## config.mk

```make
export PLATFORM = sky130hd
export DESIGN_NAME = phyr_ctl_responder
export DESIGN_NICKNAME = d
export VERILOG_FILES = /design/src/rtl/phyr_pkg.sv /design/src/rtl/phyr_edge.sv /design/src/rtl/phyr_ack_pipe.sv /design/src/rtl/phyr_rf.sv /design/src/rtl/phyr_rst_seq.sv /design/src/rtl/phyr_ctl_responder.sv
export SDC_FILE = /design/constraint.sdc
export NUM_CORES = 1
export LEC_CHECK = 0
export BUFFER_PORTS_ARGS = -buffer_cell sky130_fd_sc_hd__buf_2
export CORE_ASPECT_RATIO = 1.25
export CORE_MARGIN = 2
export CORE_UTILIZATION = 60
export CTS_CLUSTER_DIAMETER = 60
export DETAILED_ROUTE_END_ITERATION = 10
export PLACE_DENSITY = 0.78
export REMOVE_ABC_BUFFERS = 1
export SLEW_MARGIN = 20
export SYNTH_ARGS = -nofsm -noshare
export SYNTH_HDL_FRONTEND = slang
export SYNTH_HIERARCHICAL = 1
export SYNTH_SLANG_ARGS = --single-unit
```

## constraint.sdc

```tcl
create_clock -name clk -period 6.8 [get_ports clk]
set_input_delay 0.68 -clock clk [delete_from_list [all_inputs] [get_ports clk]]
set_output_delay 0.68 -clock clk [all_outputs]
set_load 0.02 [all_outputs]
```

## src/rtl/phyr_pkg.sv

```systemverilog
package phyr_pkg;
  localparam int NSTB     = 4;
  localparam int STB_ADDR = 0;
  localparam int STB_DATA = 1;
  localparam int STB_WR   = 2;
  localparam int STB_RD   = 3;

  typedef enum logic [1:0] {
    SQ_IDLE,
    SQ_RESET,
    SQ_LOCK,
    SQ_READY
  } seq_t;
endpackage

```

## src/rtl/phyr_edge.sv

```systemverilog
module phyr_edge #(
  parameter int N = 4
) (
  input  logic         clk,
  input  logic         rst,
  input  logic [N-1:0] lvl,
  output logic [N-1:0] rise,
  output logic         any_hi
);
  logic [N-1:0] prev_q;

  for (genvar i = 0; i < N; i++) begin : g_bit
    always_ff @(posedge clk) begin
      if (rst) prev_q[i] <= 1'b0;
      else     prev_q[i] <= lvl[i];
    end
    assign rise[i] = lvl[i] & ~prev_q[i];
  end

  assign any_hi = |lvl;
endmodule

```

## src/rtl/phyr_ack_pipe.sv

```systemverilog
module phyr_ack_pipe #(
  parameter int LAT = 2
) (
  input  logic clk,
  input  logic flush,
  input  logic d,
  output logic q
);
  logic [LAT-1:0] sh_q;

  if (LAT == 1) begin : g_one
    always_ff @(posedge clk) begin
      if (flush) sh_q <= '0;
      else       sh_q <= d;
    end
  end else begin : g_many
    always_ff @(posedge clk) begin
      if (flush) sh_q <= '0;
      else       sh_q <= {sh_q[LAT-2:0], d};
    end
  end

  assign q = sh_q[LAT-1];
endmodule

```

## src/rtl/phyr_rf.sv

```systemverilog
module phyr_rf #(
  parameter int DW    = 16,
  parameter int DEPTH = 8,
  localparam int IW   = $clog2(DEPTH)
) (
  input  logic          clk,
  input  logic          we,
  input  logic [IW-1:0] idx,
  input  logic [DW-1:0] wdata,
  output logic [DW-1:0] rdata
);
  logic [DW-1:0] mem [DEPTH];

  always_ff @(posedge clk) begin
    if (we) mem[idx] <= wdata;
    rdata <= mem[idx];
  end
endmodule

```

## src/rtl/phyr_rst_seq.sv

```systemverilog
module phyr_rst_seq
  import phyr_pkg::*;
#(
  parameter int RST_CYC  = 20,
  parameter int LOCK_CYC = 40,
  localparam int MAXC    = (RST_CYC > LOCK_CYC) ? RST_CYC : LOCK_CYC,
  localparam int CW      = $clog2(MAXC + 1)
) (
  input  logic clk,
  input  logic rst,
  input  logic start,
  output logic busy,
  output logic locked
);
  seq_t          st_q;
  logic [CW-1:0] cnt_q;

  always_ff @(posedge clk) begin
    if (rst) begin
      st_q  <= SQ_IDLE;
      cnt_q <= '0;
    end else if (start) begin
      st_q  <= SQ_RESET;
      cnt_q <= CW'(RST_CYC - 1);
    end else begin
      case (st_q)
        SQ_RESET: begin
          if (cnt_q == '0) begin
            st_q  <= SQ_LOCK;
            cnt_q <= CW'(LOCK_CYC - 1);
          end else begin
            cnt_q <= cnt_q - 1'b1;
          end
        end
        SQ_LOCK: begin
          if (cnt_q == '0) st_q <= SQ_READY;
          else             cnt_q <= cnt_q - 1'b1;
        end
        default: ;
      endcase
    end
  end

  assign busy   = (st_q == SQ_RESET);
  assign locked = (st_q == SQ_READY);
endmodule

```

## src/rtl/phyr_ctl_responder.sv

```systemverilog
module phyr_ctl_responder
  import phyr_pkg::*;
#(
  parameter int            DW          = 16,
  parameter int            RF_DEPTH    = 8,
  parameter logic [DW-1:0] RF_BASE     = 16'h0010,
  parameter logic [DW-1:0] CLKRST_ADDR = 16'h7F3F,
  parameter logic [DW-1:0] LANE_ADDR   = 16'h2003,
  parameter int            PLL_BIT     = 1,
  parameter int            ACK_LAT     = 2,
  parameter int            RST_CYC     = 20,
  parameter int            LOCK_CYC    = 40,
  localparam int           IW          = $clog2(RF_DEPTH)
) (
  input  logic          clk,
  input  logic          rst,
  input  logic          cap_addr_i,
  input  logic          cap_data_i,
  input  logic          wr_i,
  input  logic          rd_i,
  input  logic [DW-1:0] din_i,
  output logic          ack_o,
  output logic [DW-1:0] dout_o
);
  logic [NSTB-1:0] stb_lvl, stb_rise, stb_acc;
  logic            stb_any;
  logic            busy, pll_locked, rst_entry, rd_take;
  logic [DW-1:0]   addr_q, pend_q, clkrst_q, dout_q;
  logic [DW-1:0]   rf_q, lane_val, rd_val;
  logic            hit_rf, rf_we, req_q, req_next;

  assign stb_lvl = {rd_i, wr_i, cap_data_i, cap_addr_i};

  phyr_edge #(.N(NSTB)) u_edge (
    .clk    (clk),
    .rst    (rst),
    .lvl    (stb_lvl),
    .rise   (stb_rise),
    .any_hi (stb_any)
  );

  assign stb_acc   = stb_rise & {NSTB{~busy}};
  assign rd_take   = stb_acc[STB_RD];
  assign hit_rf    = (addr_q[DW-1:IW] == RF_BASE[DW-1:IW]);
  assign rst_entry = stb_acc[STB_WR] && (addr_q == CLKRST_ADDR) && pend_q[0];
  assign rf_we     = stb_acc[STB_WR] && hit_rf;

  phyr_rst_seq #(.RST_CYC(RST_CYC), .LOCK_CYC(LOCK_CYC)) u_seq (
    .clk    (clk),
    .rst    (rst),
    .start  (rst_entry),
    .busy   (busy),
    .locked (pll_locked)
  );

  phyr_rf #(.DW(DW), .DEPTH(RF_DEPTH)) u_rf (
    .clk   (clk),
    .we    (rf_we),
    .idx   (addr_q[IW-1:0]),
    .wdata (pend_q),
    .rdata (rf_q)
  );

  always_comb begin
    lane_val          = '0;
    lane_val[PLL_BIT] = pll_locked;
  end

  always_comb begin
    if (hit_rf)                    rd_val = rf_q;
    else if (addr_q == CLKRST_ADDR) rd_val = clkrst_q;
    else if (addr_q == LANE_ADDR)   rd_val = lane_val;
    else                           rd_val = '0;
  end

  always_ff @(posedge clk) begin
    if (rst || rst_entry) begin
      addr_q   <= '0;
      pend_q   <= '0;
      clkrst_q <= '0;
      dout_q   <= '0;
    end else begin
      if (stb_acc[STB_ADDR]) addr_q <= din_i;
      if (stb_acc[STB_DATA]) pend_q <= din_i;
      if (stb_acc[STB_WR] && (addr_q == CLKRST_ADDR)) clkrst_q <= pend_q;
      if (rd_take) dout_q <= rd_val;
    end
  end

  always_comb begin
    if (busy || rst_entry) req_next = 1'b0;
    else if (|stb_acc)     req_next = 1'b1;
    else if (!stb_any)     req_next = 1'b0;
    else                   req_next = req_q;
  end

  always_ff @(posedge clk) begin
    if (rst) req_q <= 1'b0;
    else     req_q <= req_next;
  end

  phyr_ack_pipe #(.LAT(ACK_LAT)) u_ack (
    .clk   (clk),
    .flush (rst || busy),
    .d     (req_next),
    .q     (ack_o)
  );

  assign dout_o = dout_q;
endmodule

```

==> metrics.yaml, run 1 <==
status: "complete, no violations"
htree_levels: 1
tightest_slew_ns: 0.964
synth_cells: 628
fin_util: 0.673
final_common_cell: "edfxtp_1"
wl_per_cell_um: 21.2
drv_slew: 0
wl_mm: 18.0
holdPathEnd: "addr_q[0]"
fp.dieW_um: 111
min_period_ns: 3.31
place_area_um2: 8950
viasPerCell: 6.16
mostFrequentLayoutCells: "edfxtp_1, dfxtp_1, nand2_1"
post_cts_buffers: 0
cts_hold_buf: 0
numPortBuffers: 38
internal_power_mw: 2.29
critPathMaxFanout: 18
cts_tree: "built"
p_leak_nw: 3.28
synth-edff-count: 128
ys_seq_area_frac: 0.664
drcViolationCount: 0
die_area_um2: 15400
gp_congestion: 0.827
n_antenna_cell: 0
drive_above_1_share: 0.199
ant_nets: 0
first_pass_iters: 7
vias: 5241
grt_overflow: 0
clock_latency_ns: 0.50
setup_violations: 0
grt_pass1_vias: 5236
rrSetupSlack_ns: 3.49
grt_pass1_wl_mm: 28.5
crit_type: "register to register"
antenna_found_initial: 0
clockPowerShare: 0.343
ys.flop_type: "edfxtp_1"
rows: 49
fin_worst_skew_ns: 0.0225
hold_violations: 0
yosysWarnings: 6
required_ns: 6.98
synth_cell_types: 56
worstHoldStart: "din_i[0]"
fillCellCount: 1009
cts_root_buf: "clkbuf_16"
power.share.combinational: 0.143
area_growth_pct: 10.7
cts_resized: 0
p_switching_uw: 803
clkSlewWorstSetupHoldPaths_ns: 0.06
worstHoldPathType: "input pin to register"
dp_hpwl_mm: 11.5
die_h_um: 138
worstReg2RegStart: "addr_q[10]"
rsz0062_at_grt: "no"
final_nets: 686
syn-cell-area_um2: 8650
cp-start-kind: "register"
switching_share: 0.259
grt_util_all_layers: 0.236
synthArstFlopShare: 0
r2r-end: "u_rf/mem[6][8]"
cts.sink_count: 223
drt_iter0_drc: 453
drv_cap: 0
start_util: 0.608
io_pins: 39
avgSynthCellArea_um2: 13.8
endpoint_kind: "register"
fin_crit_sh: 0.487
arrival_ns: 3.49
grt_start_max_net_pins: 50
ys_ff_latch: 223
ir_worst_vdd_v: 0.000301
cts_buffers: 21
max_freq_mhz: 302
hold-path-cell-count: 3
slew_headroom: 0.352
worst_r2r_path_depth: 7
core-area_um2: 14200
stdcell_area_um2: 9580
power_density_nw_per_um2: 323
setup_tns_ns: 0
seqPwrFrac: 0.513
clock_path_buffers: 3
synthesized netlist by cell type, drive strengths merged (2+ instances only):
master / instances / area share
and2: 2 / 0.0017
inv: 10 / 0.0043
or3: 3 / 0.0027
or3b: 2 / 0.0020
and3: 4 / 0.0035
nand2: 89 / 0.039
nor2: 33 / 0.014
nor3: 18 / 0.010
dfxtp: 95 / 0.22
a32oi: 3 / 0.0030
or2: 2 / 0.0014
a31oi: 6 / 0.0043
nand4b: 2 / 0.0020
nand3: 7 / 0.0041
nor3b: 2 / 0.0023
nand3b: 15 / 0.013
mux2: 23 / 0.030
a21oi: 49 / 0.033
a211oi: 3 / 0.0026
o21ai: 2 / 0.0012
nor4: 3 / 0.0039
nor2b: 17 / 0.012
a21o: 2 / 0.0017
a22oi: 3 / 0.0026
edfxtp: 128 / 0.44
nand2b: 4 / 0.0029
nand4: 2 / 0.0014
buf: 19 / 0.015
o2111ai: 2 / 0.0020
ha: 4 / 0.0058
mux4: 24 / 0.069
clkbuf: 19 / 0.0084
o211ai: 4 / 0.0035
a221oi: 17 / 0.017
power by group through the flow:
stage	clock network (mW)	registers (mW)	logic, mW
3_3_place_gp	0	1.61	0.414
4_1_cts	1.08	1.59	0.440
6_report	1.06	1.59	0.443
5_1_grt	1.13	1.60	0.483
2_1_floorplan	0	1.62	0.286
3_5_place_dp	0	1.62	0.432
metrics by stage:
| step | hold WS, ns | total power, mW | std cells | setup WS, ns |
|---|---|---|---|---|
| 3_3_place_gp | 0.430 | 2.03 | 815 | 3.58 |
| 6_report | 0.423 | 3.10 | 851 | 3.49 |
| 3_5_place_dp | 0.446 | 2.05 | 815 | 3.62 |
| 2_1_floorplan | 0.414 | 1.91 | 590 | 3.62 |
| 4_1_cts | 0.414 | 3.11 | 851 | 3.53 |
| 5_1_grt | 0.430 | 3.21 | 851 | 3.29 |
state kept, by name, indices dropped and copies added, names as in the netlist:
name and count:
u_seq/cnt_q 6, dout_o 16, u_ack/sh_q 2, clkrst_q 16, addr_q 16, req_q 1
u_edge/prev_q 4, u_rf/mem 128, u_seq/st_q 2, u_rf/rdata 16, pend_q 16
worst max-delay path: stages (launching register included):
cell,delay (ns)
dfxtp_1,0.33
nor4_1,0.33
nand2_1,0.16
nor4_4,0.82
and2_1,0.26
nand2_1,0.14
nor2_1,0.62
buf_4,0.32
logic make-up after synthesis:
group / synth area share
flip-flops: 0.664
buffers and inverters: 0.0279
multiplexers: 0.0990
adder cells (fa/ha/maj): 0.00579
AND/OR/NAND/NOR: 0.119
AO/OA/AOI/OAI: 0.0842
how the worst max path moves through the flow:
| stage | startpoint | to | slack, ns |
|---|---|---|---|
| floorplan | addr_q[10] | u_rf/mem[4][0] | 3.62 |
| global placement | addr_q[10] | u_rf/mem[4][14] | 3.58 |
| detailed placement | addr_q[10] | u_rf/mem[6][0] | 3.62 |
| CTS | addr_q[10] | u_rf/mem[6][6] | 3.53 |
| global route | addr_q[10] | u_rf/mem[6][8] | 3.29 |
| finish | addr_q[10] | u_rf/mem[6][8] | 3.49 |
cell type report:
class | instances | area [µm²] | area share
inverters | 10 | 37.5 | 0.00392
well taps | 178 | 223 | 0.0233
clock inverters | 9 | 72.6 | 0.00758
multi-input cells | 357 | 2690 | 0.281
repair buffers | 47 | 258 | 0.0269
clock buffers | 27 | 548 | 0.0572
flip-flops and latches | 223 | 5750 | 0.600
routing by layer:
layer | vias up | track usage | share of wire
met4 | 0 | 0.0916 | 0.036
li1 | 2416 | - | -
met3 | 44 | 0.0329 | 0.062
met2 | 188 | 0.406 | 0.51
met1 | 2593 | 0.306 | 0.39
met5 | - | 0 | 0
Power figures use the tool's default switching activity.
==> inputs of run 2 (changes only) <==
--- a/config.mk
+++ b/config.mk
@@ -5,6 +5,7 @@
 export SDC_FILE = /design/constraint.sdc
 export NUM_CORES = 1
 export LEC_CHECK = 0
+export ABC_AREA = 1
 export BUFFER_PORTS_ARGS = -buffer_cell sky130_fd_sc_hd__buf_2
 export CORE_ASPECT_RATIO = 1.25
 export CORE_MARGIN = 2
==> constraint.sdc (replaced) <==
create_clock -name clk -period 3.46 [get_ports clk]
set_input_delay 0.346 -clock clk [delete_from_list [all_inputs] [get_ports clk]]
set_output_delay 0.346 -clock clk [all_outputs]
set_load 0.02 [all_outputs]
==> run 2 against run 1 <==
Routed wire length rose by 18%. Die area increased by 8.0%. Utilization decreased by 0.14 points. Worst hold slack worse by 0.35 ns. Register-to-register slack worse by 2.7 ns.
==> metrics.yaml, run 2 <==
status: "complete, no violations"
fin_worst_skew_ns: 0.0117  # -0.0108 ns
cp_slowest_cell: "nor3_2"
max_stage_delay_ns: 0.51  # -0.31 ns
wl_per_cell_um: 16.2  # -24%
fin_crit_sh: 0.763  # +0.276
cts_root_buf: "clkbuf_16"
yosys-top-cells-count: "nand2_1, edfxtp_1, inv_1"
path_delay_family: "simple AND/OR/NAND/NOR gates"
slew_headroom: 0.373  # +0.0201
grt_pass1_vias: 6579  # +26%
synth_cell_types: 30  # -46%
final_common_cell: "nand2_1"
endpoint_kind: "register"
cp_common_cell: "nand2_1"
avgSynthCellArea_um2: 8.90  # -35%
cts_tree: "built"
post_cts_buffers: 0  # unchanged
critPathMaxFanout: 18  # unchanged
cts_resized: 0  # unchanged
clock_latency_ns: 0.50  # about the same
vias: 7020  # +34%
ir_worst_vdd_v: 0.000588  # +95%
largest_reg_flops: 128  # unchanged
grt_pass1_wl_mm: 33.3  # +17%
yosysMostFrequentCell: "nand2_1"
first_pass_iters: 5  # -2
rsz0062_at_grt: "no"
cts_hold_buf: 0  # unchanged
drcViolationCount: 0  # unchanged
clock_path_buffers: 3  # unchanged
wl_mm: 21.2  # +18%
arrival_ns: 2.84  # -0.65 ns
crit_type: "register to register"
drive_above_1_share: 0.122  # -0.0771
setup_violations: 0  # unchanged
ys_seq_area_frac: 0.614  # -0.0505
ys.flop_type: "edfxtp_1"
cts_buffers: 22  # +4.8%
die_area_um2: 16600  # +8.0%
fin_util: 0.672  # -0.00135
drv_cap: 0  # unchanged
synth-edff-count: 128  # unchanged
ys_ff_latch: 223  # unchanged
yosysWarnings: 6  # unchanged
clkSlewWorstSetupHoldPaths_ns: 0.06  # about the same
grt_overflow: 0  # unchanged
cp-start-kind: "register"
path_buf_inv: 1  # unchanged
synth_top_area_frac: 0.411  # -0.0338
tightest_slew_ns: 0.938  # -0.0262 ns
antenna_found_initial: 0  # unchanged
post-synth-top-area-cell: "edfxtp_1"
path_cells: "or2_2 -> nor2_4 -> nand2_1 -> nor2_1 -> nand2_1 -> nor3_2 -> buf_4"
required_ns: 3.66  # -3.32 ns
io_pins: 39  # unchanged
dp_hpwl_mm: 13.2  # +14%
synth_cells: 1051  # +67%
rows: 51  # +4.1%
htree_levels: 1  # unchanged
stdcell_area_um2: 10400  # +8.4%
core-area_um2: 15400  # +8.6%
start_util: 0.606  # -0.00187
viasPerCell: 5.36  # -13%
grt_start_max_net_pins: 60  # +20%
power_density_nw_per_um2: 627  # +94%
area_growth_pct: 10.9
numPortBuffers: 38  # unchanged
max_freq_mhz: 379  # +25%
synthArstFlopShare: 0  # unchanged
top_register: "u_rf/mem"
ant_nets: 0  # unchanged
hold_violations: 0  # unchanged
worstHoldPathType: "input pin to register"
drt_iter0_drc: 697  # +54%
gp_congestion: 0.884  # +7.0%
fp.dieW_um: 116  # +3.9%
final_nets: 1110  # +62%
cts.sink_count: 223  # unchanged
setup_tns_ns: 0  # unchanged
mostFrequentLayoutCells: "nand2_1, edfxtp_1, inv_1"
drv_slew: 0  # unchanged
place_area_um2: 9700  # +8.3%
ys_top_cells_by_area: "edfxtp_1, dfxtp_1, nand2_1"
grt_util_all_layers: 0.259  # +0.0229
n_antenna_cell: 0  # unchanged
p_leak_nw: 4.56  # +39%
whs_ns: 0.0733  # -0.350 ns
die_h_um: 144  # +3.9%
syn-cell-area_um2: 9360  # +8.2%
min_period_ns: 2.64  # -0.669 ns
run 2: final cells by class:
type                       count  area, µm²
sequential                   223       5750
inverter                     119        447
multi-input combinational    664       2930
timing repair buffer          54        310
clock inverter                10       72.6
clock buffer                  28        606
fill                        1208       5070
tap                          212        265
run 2: stage by stage:
step	power, mW	instances	worst slack, ns
2_1_floorplan	3.94	1006	0.0628
6_report	6.50	1310	0.820
4_1_cts	6.51	1310	0.906
5_1_grt	6.80	1310	0.716
3_5_place_dp	4.28	1272	0.937
3_3_place_gp	4.24	1272	0.925
run 2: path summary, 6_finish.rpt:
check | startpoint | slack [ns] | endpoint | cells past startpoint
setup / recovery | addr_q[9] | 0.82 | u_rf/mem[1][9] | 7
hold reg to reg | u_ack/sh_q[0] | 0.41 | u_ack/sh_q[1] | 2
hold / removal | cap_addr_i | 0.07 | u_edge/prev_q[0] | 3
setup reg to reg | addr_q[9] | 0.82 | u_rf/mem[1][9] | 7
run 2: logic make-up after synthesis:
group           count (synthesis)  share of synthesized area
xor+xnor                        2                    0.00187
fa+ha+maj                       4                    0.00535
flops                         223                      0.614
compound gates                 74                     0.0408
buf+inv                       164                     0.0743
simple gates                  584                      0.264
run 2: report_power, final:
| group | switching (mW) | internal [mW] | total [mW] |
|---|---|---|---|
| clock network | 0.957 | 1.31 | 2.26 |
| logic | 0.721 | 0.360 | 1.08 |
| registers | 0.167 | 2.99 | 3.16 |
run 2: worst register-to-register path, stage by stage (launching register included):
cell     delay [ns]
dfxtp_1        0.34
or2_2          0.33
nor2_4         0.38
nand2_1        0.13
nor2_1         0.18
nand2_1        0.17
nor3_2         0.52
buf_4          0.30
run 2: layer usage:
metal / routed length, µm / track usage / part of all wire / up-vias
li1: - / - / - / 3429
met1: 8340 / 0.329 / 0.39 / 3279
met2: 10800 / 0.446 / 0.51 / 265
met3: 1400 / 0.0333 / 0.066 / 47
met4: 666 / 0.107 / 0.031 / 0
met5: 0 / 0 / 0 / -
